**config.mk**
```make
export PLATFORM = sky130hd
export DESIGN_NAME = keyed_watchdog
export DESIGN_NICKNAME = d
export VERILOG_FILES = /design/src/rtl/kwdt_pkg.sv /design/src/rtl/kwdt_posted.sv /design/src/rtl/kwdt_keyfsm.sv /design/src/rtl/kwdt_counter.sv /design/src/rtl/keyed_watchdog.sv
export SDC_FILE = /design/constraint.sdc
export NUM_CORES = 1
export LEC_CHECK = 0
export ABC_AREA = 1
export BUFFER_PORTS_ARGS = -buffer_cell sky130_fd_sc_hd__buf_2
export CAP_MARGIN = 20
export CORE_AREA = 2 2 180 182
export CTS_CLUSTER_SIZE = 8
export DETAILED_ROUTE_END_ITERATION = 8
export DIE_AREA = 0 0 182 184
export PLACE_DENSITY = 0.55
export SYNTH_ARGS = -nofsm -noshare
export SYNTH_HDL_FRONTEND = slang
export SYNTH_SLANG_ARGS = --single-unit
```
**constraint.sdc**
```tcl
create_clock -name clk -period 2.5 [get_ports clk]
set_input_delay 0.5 -clock clk [delete_from_list [all_inputs] [get_ports clk]]
set_output_delay 0.5 -clock clk [all_outputs]
set_load 0.01 [all_outputs]
```
**src/rtl/kwdt_pkg.sv**
```systemverilog
package kwdt_pkg;
    typedef enum logic [1:0] {KS_IDLE, KS_ARM_HALF, KS_LIVE, KS_DISARM_HALF} key_state_t;

    localparam int NSLOT  = 4;
    localparam int S_CTRL = 0;
    localparam int S_LOAD = 1;
    localparam int S_TRIG = 2;
    localparam int S_KEY  = 3;

    localparam logic [2:0] A_CTRL  = 3'd0;
    localparam logic [2:0] A_COUNT = 3'd1;
    localparam logic [2:0] A_LOAD  = 3'd2;
    localparam logic [2:0] A_TRIG  = 3'd3;
    localparam logic [2:0] A_PEND  = 3'd4;
    localparam logic [2:0] A_KEY   = 3'd5;
    localparam logic [2:0] A_REV   = 3'd6;

    localparam logic [15:0] KEY_ARM1 = 16'hBBBB;
    localparam logic [15:0] KEY_ARM2 = 16'h4444;
    localparam logic [15:0] KEY_DIS1 = 16'hAAAA;
    localparam logic [15:0] KEY_DIS2 = 16'h5555;

    localparam int CTRL_EN_BIT  = 5;
    localparam int CTRL_EXP_LSB = 2;
    localparam int PRE_W        = 3;

    function automatic logic [2:0] slot_addr(input int s);
        case (s)
            S_CTRL:  return A_CTRL;
            S_LOAD:  return A_LOAD;
            S_TRIG:  return A_TRIG;
            default: return A_KEY;
        endcase
    endfunction

    function automatic int slot_bit(input int s);
        case (s)
            S_CTRL:  return 0;
            S_LOAD:  return 2;
            S_TRIG:  return 3;
            default: return 4;
        endcase
    endfunction
endpackage

```
**src/rtl/kwdt_posted.sv**
```systemverilog
module kwdt_posted #(
    parameter int W = 32
) (
    input  logic         clk,
    input  logic         rst_n,
    input  logic         wr,
    input  logic [W-1:0] wdata,
    input  logic         tick,
    output logic [W-1:0] shadow,
    output logic         pend,
    output logic         fire
);
    always_ff @(posedge clk or negedge rst_n) begin
        if (!rst_n) begin
            shadow <= '0;
            pend   <= 1'b0;
        end else if (wr) begin
            shadow <= wdata;
            pend   <= 1'b1;
        end else if (tick) begin
            pend   <= 1'b0;
        end
    end

    assign fire = pend & tick;

    // an applied write with no new write behind it leaves nothing pending
    assert_pend_clear_R7: assert property (@(posedge clk) disable iff (!rst_n)
        (tick && !wr) |=> !pend);
endmodule

```
**src/rtl/kwdt_keyfsm.sv**
```systemverilog
module kwdt_keyfsm
    import kwdt_pkg::*;
(
    input  logic        clk,
    input  logic        rst_n,
    input  logic        fire,
    input  logic [15:0] key,
    output logic        armed
);
    key_state_t state, nxt;

    always_ff @(posedge clk or negedge rst_n) begin
        if (!rst_n) state <= KS_IDLE;
        else        state <= nxt;
    end

    always_comb begin
        nxt = state;
        if (fire) begin
            unique case (state)
                KS_IDLE:        nxt = (key == KEY_ARM1) ? KS_ARM_HALF : KS_IDLE;
                KS_ARM_HALF:    nxt = (key == KEY_ARM2) ? KS_LIVE :
                                      (key == KEY_ARM1) ? KS_ARM_HALF : KS_IDLE;
                KS_LIVE:        nxt = (key == KEY_DIS1) ? KS_DISARM_HALF : KS_LIVE;
                KS_DISARM_HALF: nxt = (key == KEY_DIS2) ? KS_IDLE :
                                      (key == KEY_DIS1) ? KS_DISARM_HALF : KS_LIVE;
            endcase
        end
    end

    always_comb begin
        unique case (state)
            KS_LIVE, KS_DISARM_HALF: armed = 1'b1;
            default:                 armed = 1'b0;
        endcase
    end

    // the armed state moves only when a key word is applied
    assert_arm_only_on_key_R1: assert property (@(posedge clk) disable iff (!rst_n)
        !fire |=> $stable(armed));
    // arming is always preceded by the half-armed state
    assert_arm_path_R1: assert property (@(posedge clk) disable iff (!rst_n)
        $rose(armed) |-> $past(state) == KS_ARM_HALF);
endmodule

```
**src/rtl/kwdt_counter.sv**
```systemverilog
module kwdt_counter
    import kwdt_pkg::*;
#(
    parameter int CNT_W = 32
) (
    input  logic             clk,
    input  logic             rst_n,
    input  logic             tick,
    input  logic             armed,
    input  logic             reload,
    input  logic [CNT_W-1:0] reload_val,
    input  logic             pre_en,
    input  logic [PRE_W-1:0] pre_exp,
    output logic [CNT_W-1:0] count,
    output logic             ovf
);
    localparam int DIV_W = 2 ** PRE_W;

    logic [DIV_W-1:0] pc;
    logic [DIV_W-1:0] lim;

    always_comb begin
        if (pre_en) lim = (DIV_W'(1) << pre_exp) - DIV_W'(1);
        else        lim = '0;
    end

    always_ff @(posedge clk or negedge rst_n) begin
        if (!rst_n) begin
            count <= '0;
            pc    <= '0;
            ovf   <= 1'b0;
        end else begin
            ovf <= 1'b0;
            if (tick) begin
                if (reload) begin
                    count <= reload_val;
                    pc    <= '0;
                end else if (armed) begin
                    if (pc >= lim) begin
                        pc <= '0;
                        if (&count) begin
                            count <= reload_val;
                            ovf   <= 1'b1;
                        end else begin
                            count <= count + CNT_W'(1);
                        end
                    end else begin
                        pc <= pc + DIV_W'(1);
                    end
                end
            end
        end
    end

    // a disarmed counter holds unless reloaded
    assert_hold_disarmed_R4: assert property (@(posedge clk) disable iff (!rst_n)
        (!armed && !reload) |=> $stable(count));
    // the reset pulse only follows an armed tick from all ones
    assert_ovf_from_ones_R6: assert property (@(posedge clk) disable iff (!rst_n)
        ovf |-> ($past(&count) && $past(armed) && $past(tick)));
endmodule

```
**src/rtl/keyed_watchdog.sv**
```systemverilog
module keyed_watchdog
    import kwdt_pkg::*;
#(
    parameter int         DATA_W = 32,
    parameter int         CNT_W  = 32,
    parameter logic [7:0] REV    = 8'h31
) (
    input  logic              clk,
    input  logic              rst_n,
    input  logic              ref_tick,
    input  logic [2:0]        bus_addr,
    input  logic [DATA_W-1:0] bus_wdata,
    input  logic              bus_we,
    output logic [DATA_W-1:0] bus_rdata,
    output logic              wdt_rst
);
    localparam int PEND_W = 5;

    logic [DATA_W-1:0] shadow [NSLOT];
    logic [NSLOT-1:0]  pend;
    logic [NSLOT-1:0]  fire;
    logic [PEND_W-1:0] pend_word;

    logic              armed;
    logic              pre_en_q;
    logic [PRE_W-1:0]  pre_exp_q;
    logic [CNT_W-1:0]  load_q;
    logic [CNT_W-1:0]  load_eff;
    logic [DATA_W-1:0] last_trig;
    logic [CNT_W-1:0]  count;
    logic              ctrl_apply;
    logic              load_apply;
    logic              trig_change;

    for (genvar g = 0; g < NSLOT; g++) begin : g_slot
        kwdt_posted #(.W(DATA_W)) u_post (
            .clk    (clk),
            .rst_n  (rst_n),
            .wr     (bus_we && (bus_addr == slot_addr(g))),
            .wdata  (bus_wdata),
            .tick   (ref_tick),
            .shadow (shadow[g]),
            .pend   (pend[g]),
            .fire   (fire[g])
        );
    end

    kwdt_keyfsm u_key (
        .clk   (clk),
        .rst_n (rst_n),
        .fire  (fire[S_KEY]),
        .key   (shadow[S_KEY][15:0]),
        .armed (armed)
    );

    assign ctrl_apply  = fire[S_CTRL] && !armed;
    assign load_apply  = fire[S_LOAD] && !armed;
    assign load_eff    = load_apply ? shadow[S_LOAD][CNT_W-1:0] : load_q;
    assign trig_change = fire[S_TRIG] && (shadow[S_TRIG] != last_trig);

    always_ff @(posedge clk or negedge rst_n) begin
        if (!rst_n) begin
            pre_en_q  <= 1'b0;
            pre_exp_q <= '0;
            load_q    <= '0;
            last_trig <= '0;
        end else begin
            if (ctrl_apply) begin
                pre_en_q  <= shadow[S_CTRL][CTRL_EN_BIT];
                pre_exp_q <= shadow[S_CTRL][CTRL_EXP_LSB +: PRE_W];
            end
            if (load_apply)   load_q    <= shadow[S_LOAD][CNT_W-1:0];
            if (fire[S_TRIG]) last_trig <= shadow[S_TRIG];
        end
    end

    kwdt_counter #(.CNT_W(CNT_W)) u_cnt (
        .clk        (clk),
        .rst_n      (rst_n),
        .tick       (ref_tick),
        .armed      (armed),
        .reload     (trig_change),
        .reload_val (load_eff),
        .pre_en     (pre_en_q),
        .pre_exp    (pre_exp_q),
        .count      (count),
        .ovf        (wdt_rst)
    );

    always_comb begin
        pend_word = '0;
        for (int i = 0; i < NSLOT; i++) pend_word[slot_bit(i)] = pend[i];
    end

    always_comb begin
        bus_rdata = '0;
        case (bus_addr)
            A_CTRL:  begin
                bus_rdata[CTRL_EN_BIT] = pre_en_q;
                bus_rdata[CTRL_EXP_LSB +: PRE_W] = pre_exp_q;
            end
            A_COUNT: bus_rdata = DATA_W'(count);
            A_LOAD:  bus_rdata = DATA_W'(load_q);
            A_TRIG:  bus_rdata = last_trig;
            A_PEND:  bus_rdata = DATA_W'(pend_word);
            A_KEY:   bus_rdata = DATA_W'(armed);
            A_REV:   bus_rdata = DATA_W'(REV);
            default: bus_rdata = '0;
        endcase
    end

    // configuration is frozen across any cycle that starts armed
    assert_cfg_lock_R8: assert property (@(posedge clk) disable iff (!rst_n)
        armed |=> ($stable(load_q) && $stable(pre_en_q) && $stable(pre_exp_q)));
    // the trigger history moves only when a trigger write is applied
    assert_trig_on_fire_R3: assert property (@(posedge clk) disable iff (!rst_n)
        !(pend[S_TRIG] && ref_tick) |=> $stable(last_trig));
endmodule

```
# After elaboration in Yosys (flattened, before gate mapping)
# Index checks and enable logic that the tools add are counted.
dict set report classes {
  muxes 28
  multipliers 0
  n_lt_le_gt_ge 1
  div 0
  n_eq_ne 14
  n_reduce_logical 20
  bitwise 4
  shift 1
  addsub 3
}
# cell n
set op_table {}
lappend op_table {{$mux 32} 5}
lappend op_table {{$pmux 26 s3} 1}
lappend op_table {{$add 32x1->32 const B} 1}
lappend op_table {{$eq 16x15->1 const B} 2}
lappend op_table {{$eq 16x16->1 const B} 2}
lappend op_table {{$mux 8} 4}
lappend op_table {{$ne 32x32->1} 1}
lappend op_table {{$reduce_and 32->1} 1}
lappend op_table {{$pmux 4 s6} 1}
lappend op_table {{$mux 1} 13}
lappend op_table {{$pmux 2 s6} 1}
lappend op_table {{$reduce_bool 2->1} 6}
lappend op_table {{$eq 3x3->1 const B} 3}
lappend op_table {{$add 8x1->8 const B} 1}
lappend op_table {{$ge 8x8->1} 1}
lappend op_table {{$pmux 2 s4} 1}
lappend op_table {{$shl 1x3->8 const A} 1}
lappend op_table {{$sub 8x2->8 const B} 1}
lappend op_table {{$logic_and 1x1->1} 7}
lappend op_table {{$eq 3x2->1 const B} 2}
lappend op_table {{$and 1x1->1} 4}
lappend op_table {{$eq 2x2->1 const B} 2}
lappend op_table {{$mux 2} 2}
lappend op_table {{$eq 3x1->1 const B} 1}
lappend op_table {{7 further kinds} 7}
dict set report word_totals {
  romBits 0
  n_memories 0
  latch_bits 0
  word_cells 87
  mem_bits_rw 0
  regBits 201
}

# Logic depth before layout (Yosys ltp)
# Gate-level depths: netlist (run 1).
dict set report logic_depth {
  depth_word 10
  depth_mapped 14
  ltp_nobuf 14
}

# By module
# From an unflattened synthesis (run 1), not the netlist that was laid out.
dict set report hier_totals {
  hier_cells 1652
  hier_area_um2 12685.9
}
# module area_per_inst_um2 cells_per_inst seq_area_each_um2 n_inst
set by_module_without_submodules {}
lappend by_module_without_submodules {kwdt_posted 1333.8 142 825.8 4}
lappend by_module_without_submodules {keyed_watchdog 3816.2 498 1701.6 1}
lappend by_module_without_submodules {kwdt_counter 3249.4 530 1026.0 1}
lappend by_module_without_submodules {kwdt_keyfsm 285.3 56 50.0 1}

# Worst setup path before layout (run 1)
# OpenSTA, ideal clock, no wires.
dict set report synth_timing {
  kind {input -> output}
  start {input bus_addr[0]}
  end {output bus_rdata[18]}
  required_ps 2000
  arrival_ps 1550
  cell_stages 5
  path_buffers 1
  slack_ps 450
  path_cell_list {inv_1 -> nor3_2 -> inv_1 -> clkbuf_1 -> o221ai_1}
}
dict set report synth_via {
  elab_chain_len 2
}
# item line_no
set synth_rtl {}
lappend synth_rtl {{start: declaration} keyed_watchdog.sv:11} ;# input logic [2:0] bus_addr,
lappend synth_rtl {{$eq 3x2->1 / $eq 3x1->1 (equally long branches)} keyed_watchdog.sv:97} ;# case (bus_addr)
lappend synth_rtl {{$pmux 26 s3 *} keyed_watchdog.sv:97}
lappend synth_rtl {{end: declaration} keyed_watchdog.sv:14} ;# output logic [DATA_W-1:0] bus_rdata,
# Every way passes the cells marked *; elsewhere a longest branch is shown, timed or not.

# Final worst setup path (run 1)
dict set report layout_timing {
  start {input bus_addr[2]}
  end {output bus_rdata[14]}
}
# Same word-level chain as after synthesis.

==> results of run 1 <==
-- stage by stage --
stage | total power, mW | cells | setup slack [ns]
finish | 9.858 | 1914 | 0.1708
global route | 10.49 | 1914 | 0.08179
CTS | 9.941 | 1914 | 0.1825
detailed placement | 6.938 | 1882 | 0.1870
global placement | 6.889 | 1882 | 0.2145
floorplan | 6.051 | 1446 | 0.4500
-- final cells by class --
type | count | area, sq um
fillers | 3264 | 18930
multi-input cells | 1044 | 5107
flip-flops and latches | 199 | 4980
repair buffers | 99 | 724.4
inverters | 138 | 523.0
well taps | 402 | 503.0
clock buffers | 18 | 439.2
clock inverters | 14 | 187.7
-- per-layer routing --
metal | vias to the layer above | share of wire (%) | global-route usage, % | wire [um]
li1 | 4761 | - | - | -
met1 | 4532 | 49 | 28.21 | 15430
met2 | 214 | 45 | 30.03 | 14170
met3 | 43 | 3.9 | 2.555 | 1244
met4 | 0 | 2.2 | 6.194 | 704
met5 | - | 0 | 0 | 0
-- power groups by stage --
stage	sequential, mW	clock, mW	combinational [mW]
2_1_floorplan	4.39	0	1.66
3_3_place_gp	4.58	0	2.31
3_5_place_dp	4.60	0	2.34
4_1_cts	4.54	3.04	2.36
5_1_grt	4.65	3.16	2.68
6_report	4.55	2.96	2.34
-- cells in the mapped netlist (all sizes together) --
| cell type | number | share of area, % |
|---|---|---|
| nand2 | 570 | 20 |
| dfrtp | 199 | 46 |
| inv | 136 | 4.7 |
| o21ai | 123 | 5.6 |
| nand3 | 85 | 4.0 |
| nor2 | 77 | 3.0 |
| o211ai | 45 | 3.1 |
| buf | 33 | 1.7 |
| clkbuf | 32 | 1.1 |
| xnor2 | 28 | 2.2 |
| mux2 | 19 | 2.0 |
| nor3 | 18 | 1.2 |
| a21oi | 15 | 0.69 |
| xor2 | 15 | 1.2 |
| nand4 | 13 | 0.75 |
| o221ai | 13 | 1.0 |
| ha | 10 | 1.1 |
| a221oi | 3 | 0.24 |
| nor4 | 3 | 0.17 |
| clkinv | 2 | 0.11 |
| a22oi | 1 | 0.069 |
| a31oi | 1 | 0.057 |
| and2 | 1 | 0.057 |
| conb | 1 | 0.034 |
| nand3b | 1 | 0.069 |
| o2111ai | 1 | 0.080 |
| or2 | 1 | 0.057 |
-- flip-flops by register name, summed over array words and instances, names as in the netlist --
name,cells
g_slot.u_post.pend,4
g_slot.u_post.shadow,84
last_trig,32
load_q,32
pre_en_q,1
pre_exp_q,3
u_cnt.count,32
u_cnt.ovf,1
u_cnt.pc,8
u_key.state,2
-- worst max-delay path, stage by stage --
cell	delay (ns)
buf_2	0.14
nor3_2	0.23
inv_1	0.06
buf_4	0.22
o221ai_1	0.42
buf_2	0.22
-- worst max path at each step --
stage	from	endpoint	slack, ns	depth (start not counted)
floorplan	bus_addr[0]	bus_rdata[18]	0.45	5
global placement	bus_addr[2]	bus_rdata[14]	0.21	6
detailed placement	bus_addr[2]	bus_rdata[14]	0.19	6
CTS	bus_addr[2]	bus_rdata[14]	0.18	6
global route	u_cnt.count[1]	u_cnt.count[19]	0.08	13
finish	bus_addr[2]	bus_rdata[14]	0.17	6
-- kinds of logic after synthesis --
group / count (synthesis) / share of synthesized area (%)
mux: 19 / 1.963
xor+xnor: 43 / 3.455
compound gates: 202 / 10.93
buf+inv: 203 / 7.564
fa+ha+maj: 10 / 1.148
other cells: 1 / 0.03440
simple gates: 769 / 29.22
flops: 199 / 45.68
==> flow_summary.ini, run 1 <==
[grt]
overflow = 0
antenna_found_initial = 0
grtUsageTotal_pct = 19.43
grt_max_degree = 111
grt_pass1_wl_um = 51000
grt_pass1_vias = 9184

[clocking]
hold_buffers = 0
clk_latency_ns = 0.45
numCtsBuffers = 17
clkTransAtPathRegs_ns = 0.07
cts_max_level = 4
cts_num_sinks = 199
cts_setup_buffers = 0
cts_tree = built
cts.path.max_buffers = 2
root_buffer = clkbuf_16
cts_resized = 0

[die]
die_y_um = 184
num_io_pins = 72
die_area_sq_mm = 0.03349
rows = 65
design.core.area_sq_mm = 0.03139
initial_core_util_pct = 34.72
die_x_um = 182

[timing]
setup_tns_ns = 0
max_freq_ghz = 0.4293
worst_clock_skew_ns = 0.01001
worstMarginPinSlew_ns = 0.6685
timing.hold.ws_ns = 0.07830
final-setup-viol-count = 0
rsz0062_at_grt = false
max_slew_margin_pct = 55.43
final_max_slew_viol_count = 0
hold_viol_final = 0
period_minus_slack_ns = 2.329
finalCritPeriodShare_pct = 93.17

[logic_synthesis]
syn_avg_cell_area_sq_um = 7.538
syn_area_sq_mm = 0.01090
ys_ff_latch = 199
syn-instance-count = 1446
syn-num-nets = 1495
ys_seq_area_share_pct = 45.68
ys_warn_count = 0
synthDistinctLibCells = 40

[detailed_routing]
vias_per_cell = 4.990
drt-total-wl_um = 31550
vias = 9550
route.detailed.drc = 0
routedWlPerCell_um = 16.48
ant_nets = 0
dr.pass1.iters = 5
drt_iter0_markers = 765

[power_and_ir_drop]
power.share.clock_pct = 30.1
p_int_mw = 6.481
p_leak_nw = 6.272
netSwitchingPower_mw = 3.377
p_per_area_mw_per_mm2 = 790.9
ir_worst_vdd_v = 0.0003799
power_frac_seq_pct = 46.2
combPwrFrac_pct = 23.8
netSwitchingFraction_pct = 34.25

[critical_path]
worstPathRequired_ns = 2.00
r2r_end = u_cnt.count[16]
worstReg2RegStart = u_cnt.count[1]
worst_setup_path_start_kind = input pin
path_class = in -> out
reg2reg_depth = 13
r2r_slack_ns = 0.26
endpoint_kind = primary output
cp_data_arrival_time_ns = 1.83
crit_fanout = 23

[final_layout]
antenna_cells = 0
final_common_cell = nand2_1
area_growth_pct = 14.35
post-route-util_pct = 39.71
stdcell_area_sq_mm = 0.01246
nets = 1548
layout-drive-gt1-share_pct = 12.24
final_cell_mix = 561 x nand2_1, 199 x dfrtp_1, 127 x inv_1

[placed_design]
routabilityCongestion = 0.8910
place_hpwl_um = 22400
io_buffers = 71
placed_area_sq_mm = 0.01184

[min_path]
worstHoldPathType = in -> async

[outcome]
status = finished, final reports clean

[flow_run]
cap_violations = 0
No activity file was read; power rests on OpenSTA's default activity.
==> run 2: changes to the inputs <==
--- a/config.mk
+++ b/config.mk
@@ -9,6 +9,7 @@
 export BUFFER_PORTS_ARGS = -buffer_cell sky130_fd_sc_hd__buf_2
 export CAP_MARGIN = 20
 export CORE_AREA = 2 2 180 182
+export CTS_BUF_LIST = sky130_fd_sc_hd__clkbuf_8
 export CTS_CLUSTER_SIZE = 8
 export DETAILED_ROUTE_END_ITERATION = 8
 export DIE_AREA = 0 0 182 184
==> constraint.sdc (replaced) <==
create_clock -name clk -period 2.5 [get_ports clk]
set_input_delay 0.25 -clock clk [delete_from_list [all_inputs] [get_ports clk]]
set_output_delay 0.25 -clock clk [all_outputs]
set_load 0.01 [all_outputs]
==> run 2 against run 1 <==
Net effect:
- maximum frequency increased by 2.8%
- sequential power about the same
- utilization down 0.65 points
- critical path type is now reg -> reg
- global-route usage down 0.13 points
==> flow_summary.ini, run 2 (synthesized netlist as in run 1, its figures left out) <==
[grt]
use_met1_pct = 27.68
grtUsageTotal_pct = 19.30
use_met3_pct = 2.615
grt_pass1_wl_um = 50730
gr-usage-met2_pct = 30.44
busiest_layer = met2
grt_pass1_vias = 9171
antenna_found_initial = 0
overflow = 0
grt_max_degree = 80

[clocking]
cts_setup_buffers = 0
numCtsBuffers = 17
cts_max_level = 4
clkTransAtPathRegs_ns = 0.11
hold_buffers = 6
root_buffer = clkbuf_8
clk_latency_ns = 0.49
cts_tree = built
cts_num_sinks = 199
cts.path.max_buffers = 2
cts_resized = 0

[final_layout]
layout-drive-gt1-share_pct = 12.12
final_cell_mix = 561 x nand2_1, 199 x dfrtp_1, 128 x inv_1
largest_reg_flops = 84
nets = 1555
final_common_cell = nand2_1
top_register = g_slot.u_post.shadow
antenna_cells = 0
area_growth_pct = 12.48

[die]
design.core.area_sq_mm = 0.03139
num_io_pins = 72
die_y_um = 184
die_x_um = 182
rows = 65
initial_core_util_pct = 34.72
die_area_sq_mm = 0.03349

[detailed_routing]
drt-total-wl_um = 31290
route.detailed.drc = 0
routedWlPerCell_um = 16.30
vias = 9601
vias_per_cell = 5.001
ant_nets = 0
drt_iter0_markers = 740
dr.pass1.iters = 6

[flow_run]
cap_violations = 0

[power_and_ir_drop]
p_per_area_mw_per_mm2 = 748.9
power_mw = 9.181
ir_worst_vdd_v = 0.0003407
p_leak_nw = 6.174

[critical_path]
endpoint_kind = register
worst_setup_path_start_kind = register
cp_data_arrival_time_ns = 2.63
crit_fanout = 32
path_class = reg -> reg
worstPathRequired_ns = 2.87

[timing]
period_minus_slack_ns = 2.266
setup_tns_ns = 0
max_slew_margin_pct = 40.00
final_max_slew_viol_count = 0
finalCritPeriodShare_pct = 90.65
worst_clock_skew_ns = 0.02224
final-setup-viol-count = 0
hold_viol_final = 0
worstMarginPinSlew_ns = 0.9001
max_freq_ghz = 0.4413
rsz0062_at_grt = false

[outcome]
status = finished, final reports clean

[placed_design]
place_hpwl_um = 22980
io_buffers = 71
routabilityCongestion = 0.9217

[min_path]
worstHoldPathType = in -> reg
[run 2: changes by cell type in the layout (fill, tap and decap cells not counted), moves of 2 or more]
cell / before / now
buf_12: 12 / 6
buf_4: 16 / 23
clkbuf_16: 17 / 0
clkbuf_8: 2 / 18
clkinvlp_4: 1 / 4
dlygate4sd3_1: 0 / 6
inv_6: 5 / 3
[run 2: through the flow]
step | instances | utilization (%) | setup slack [ns] | hold WS, ns | cell area [sq um]
final | 1920 | 39.06 | 0.2338 | 0.02913 | 12260
after global routing | 1920 | 39.06 | 0.02487 | 0.02459 | 12260
after global placement | 1883 | 37.49 | 0.3616 | 0.3403 | 11770
after floorplan | 1446 | - | 0.4725 | -0.04559 | 10900
after CTS | 1920 | 39.06 | 0.2278 | 0.005496 | 12260
after detailed placement | 1883 | 37.49 | 0.2636 | 0.3369 | 11770
[run 2: worst max-delay path: stages (launching register included)]
cell,delay (ns)
dfrtp_1,0.44
nand2_1,0.10
inv_1,0.11
nand2_1,0.08
ha_1,0.30
a21oi_1,0.16
nor2_1,0.05
nor3_1,0.13
nand2_1,0.13
nor2_2,0.20
o21ai_2,0.11
buf_12,0.20
nand2_1,0.08
nand2_1,0.05
[run 2: area by class of cell]
class                           count  area, sq um
Sequential cell                   199         4980
Timing Repair Buffer              106        716.9
Clock inverter                     14        196.4
Tap cell                          402        503.0
Inverter                          138        523.0
Fill cell                        3306        19130
Multi-Input combinational cell   1044         5107
Clock buffer                       17        234.0
[run 2: final timing paths]
| check | to | cells past startpoint | slack (ns) | startpoint |
|---|---|---|---|---|
| max | u_cnt.count[22] | 13 | 0.23 | pre_en_q |
| min | g_slot[2].u_post.shadow[24] | 3 | 0.03 | bus_wdata[24] |
| max reg2reg | u_cnt.count[22] | 13 | 0.23 | pre_en_q |
| min reg2reg | u_key.state[0] | 2 | 0.49 | u_key.state[0] |
| max in group asynchronous | g_slot[2].u_post.shadow[4] | 3 | 1.45 | rst_n |
| min in group asynchronous | g_slot[2].u_post.shadow[17] | 2 | 0.33 | rst_n |
[run 2: report_power, final]
part           switching (mW)  leakage, nW  internal (mW)  total (mW)
clock network            1.22        0.208           1.09        2.32
registers               0.613         2.56           3.91        4.53
logic                    1.41         3.41          0.925        2.34
[run 2: layer usage]
metal	vias up	wire (um)
li1	4760	-
met1	4598	15470
met2	210	14220
met3	33	1049
met4	0	555
met5	-	0
==> run 3: changes to the inputs <==
==> constraint.sdc (replaced) <==
create_clock -name clk -period 2.5 [get_ports clk]
set_input_delay 0.375 -clock clk [delete_from_list [all_inputs] [get_ports clk]]
set_output_delay 0.375 -clock clk [all_outputs]
set_load 0.01 [all_outputs]
==> run 3 against run 2 <==
Net effect:
- count of clock-buffer cells in the layout is the same
- critical path depth is 3 lower
- maximum frequency down 0.51%
- clock power is 9.9% lower
- utilization is 0.27 points lower
- routed wire length shrank 0.49%
- hold slack better by 0.099 ns
- combinational power hardly changed
- sequential power hardly changed
- via count down 0.95%
- flip-flop and latch count is the same
==> flow_summary.ini, run 3 (synthesized netlist as in run 1, its figures left out) <==
[outcome]
status = finished, final reports clean

[critical_path]
path_buf_inv = 1
critPathLaunch = pre_exp_q[1]
worstReg2RegStart = pre_exp_q[1]
cp_data_arrival_time_ns = 2.71
critical_path.top_delay_family = simple AND/OR/NAND/NOR gates
worst_path_max_delay_cell = dfrtp_1
worstPathRequired_ns = 2.93
crit_fanout = 32
cp_common_cell = nand2_1
worst_setup_path_start_kind = register
slowest_delay_ns = 0.44
endpoint_kind = register
path_class = reg -> reg
r2r_slack_ns = 0.22
worstPathCellList = o21ai_0, nand2_1, ha_1, nand2_1, nor3_2, nor2_4, o21ai_2, buf_4, nand2_1, nand2_1

[clocking]
cts_max_level = 4
clkTransAtPathRegs_ns = 0.10
cts_num_sinks = 199
numCtsBuffers = 17
root_buffer = clkbuf_8
clk_latency_ns = 0.49
cts.path.max_buffers = 2
cts_tree = built

[timing]
final_max_slew_viol_count = 0
period_minus_slack_ns = 2.278
max_freq_ghz = 0.4390
finalCritPeriodShare_pct = 91.11
hold_viol_final = 0
setup_tns_ns = 0
max_slew_margin_pct = 52.25
worstMarginPinSlew_ns = 0.7163
final-setup-viol-count = 0
worst_clock_skew_ns = 0.01599

[placed_design]
place_hpwl_um = 22750
io_buffers = 71
routabilityCongestion = 0.9195

[final_layout]
top_register = g_slot.u_post.shadow
post-route-util_pct = 38.79
final_common_cell = nand2_1
area_growth_pct = 11.71
layout-drive-gt1-share_pct = 11.97
fillers = 3364
final_cell_mix = 561 x nand2_1, 198 x dfrtp_1, 131 x inv_1
largest_reg_flops = 84
nets = 1549

[die]
num_io_pins = 72
design.core.area_sq_mm = 0.03139
die_x_um = 182
rows = 65
die_area_sq_mm = 0.03349
die_y_um = 184
initial_core_util_pct = 34.72

[detailed_routing]
route.detailed.drc = 0
drt-total-wl_um = 31140
routedWlPerCell_um = 16.26
dr.pass1.iters = 5
vias = 9510
drt_iter0_markers = 661
ant_nets = 0
vias_per_cell = 4.966

[min_path]
min_from = bus_wdata[27]
worstHoldPathType = in -> reg

[power_and_ir_drop]
netSwitchingPower_mw = 3.239
power_frac_seq_pct = 50.6
combPwrFrac_pct = 26.1
power.share.clock_pct = 23.3
p_per_area_mw_per_mm2 = 735.3
p_int_mw = 5.715
netSwitchingFraction_pct = 36.17
ir_worst_vdd_v = 0.0004389
p_leak_nw = 6.151

[grt]
overflow = 0
grt_pass1_vias = 9156
grt_max_degree = 82
grt_pass1_wl_um = 50760
antenna_found_initial = 1
grtUsageTotal_pct = 19.31

[flow_run]
cap_violations = 0
## run 3: cell count changes in the layout (fill, tap and decap cells not counted), sizes merged
cell / change
clkinv: +3
clkinvlp: -3
inv: +2
bufinv: -2
diode: +1
dlygate4sd3: -5
buf: -1
## run 3: worst min-delay path, cell delays in order
cell     delay [ns]
buf_2          0.09
inv_1          0.05
o21ai_1        0.06
## run 3: repair_timing
action / in CTS / in global routing
resized for setup: 0 / 2
setup endpoints to repair: 0 / 32
buffers inserted: 0 / 0
hold buffers: 1 / 0
hold endpoints to repair: 77 / 0
## run 3: routing by layer
metal / global-route usage (%) / routed length [um] / vias to the layer above
li1: - / - / 4755
met1: 27.89 / 15530 / 4542
met2: 30.46 / 14160 / 183
met3: 2.892 / 1037 / 30
met4: 4.677 / 417 / 0
met5: 0 / 0 / -
## run 3: final cells by class
type	instances	area, sq um	share of cell area (%)
Sequential cell	199	4981	40.91
Timing Repair Buffer	100	684.4	5.621
Inverter	138	523.0	4.295
Clock inverter	14	136.4	1.120
Clock buffer	17	234.0	1.921
Antenna cell	1	2.502	0.02055
Tap cell	402	503.0	4.131
Multi-Input combinational cell	1044	5112	41.99
## run 3: path summary, 6_finish.rpt
check                                              end  cells after the start
max in group asynchronous                     pre_en_q                      3
hold / removal             g_slot[2].u_post.shadow[27]                      3
setup / recovery                       u_cnt.count[15]                     10
min in group asynchronous  g_slot[1].u_post.shadow[19]                      2
hold reg to reg             g_slot[1].u_post.shadow[8]                      2
setup reg to reg                       u_cnt.count[15]                     10
## run 3: stage by stage
step	setup WS, ns	instances	power [mW]	cell area, sq um	hold slack [ns]
after detailed placement	0.2202	1882	6.915	11790	0.4680
after global placement	0.3253	1882	6.852	11790	0.4652
after CTS	0.1946	1914	9.004	12170	0.1055
final	0.2223	1915	8.954	12180	0.1278
after global routing	-0.002560	1914	9.597	12170	0.1141
after floorplan	0.4725	1446	6.051	10900	0.07941
## run 3: power groups by stage
| stage | Clock (mW) | Combinational (mW) | Sequential [mW] |
|---|---|---|---|
| 4_1_cts | 2.13 | 2.35 | 4.52 |
| 3_3_place_gp | 0 | 2.29 | 4.57 |
| 2_1_floorplan | 0 | 1.66 | 4.39 |
| 5_1_grt | 2.28 | 2.69 | 4.63 |
| 3_5_place_dp | 0 | 2.33 | 4.58 |
| 6_report | 2.09 | 2.34 | 4.53 |
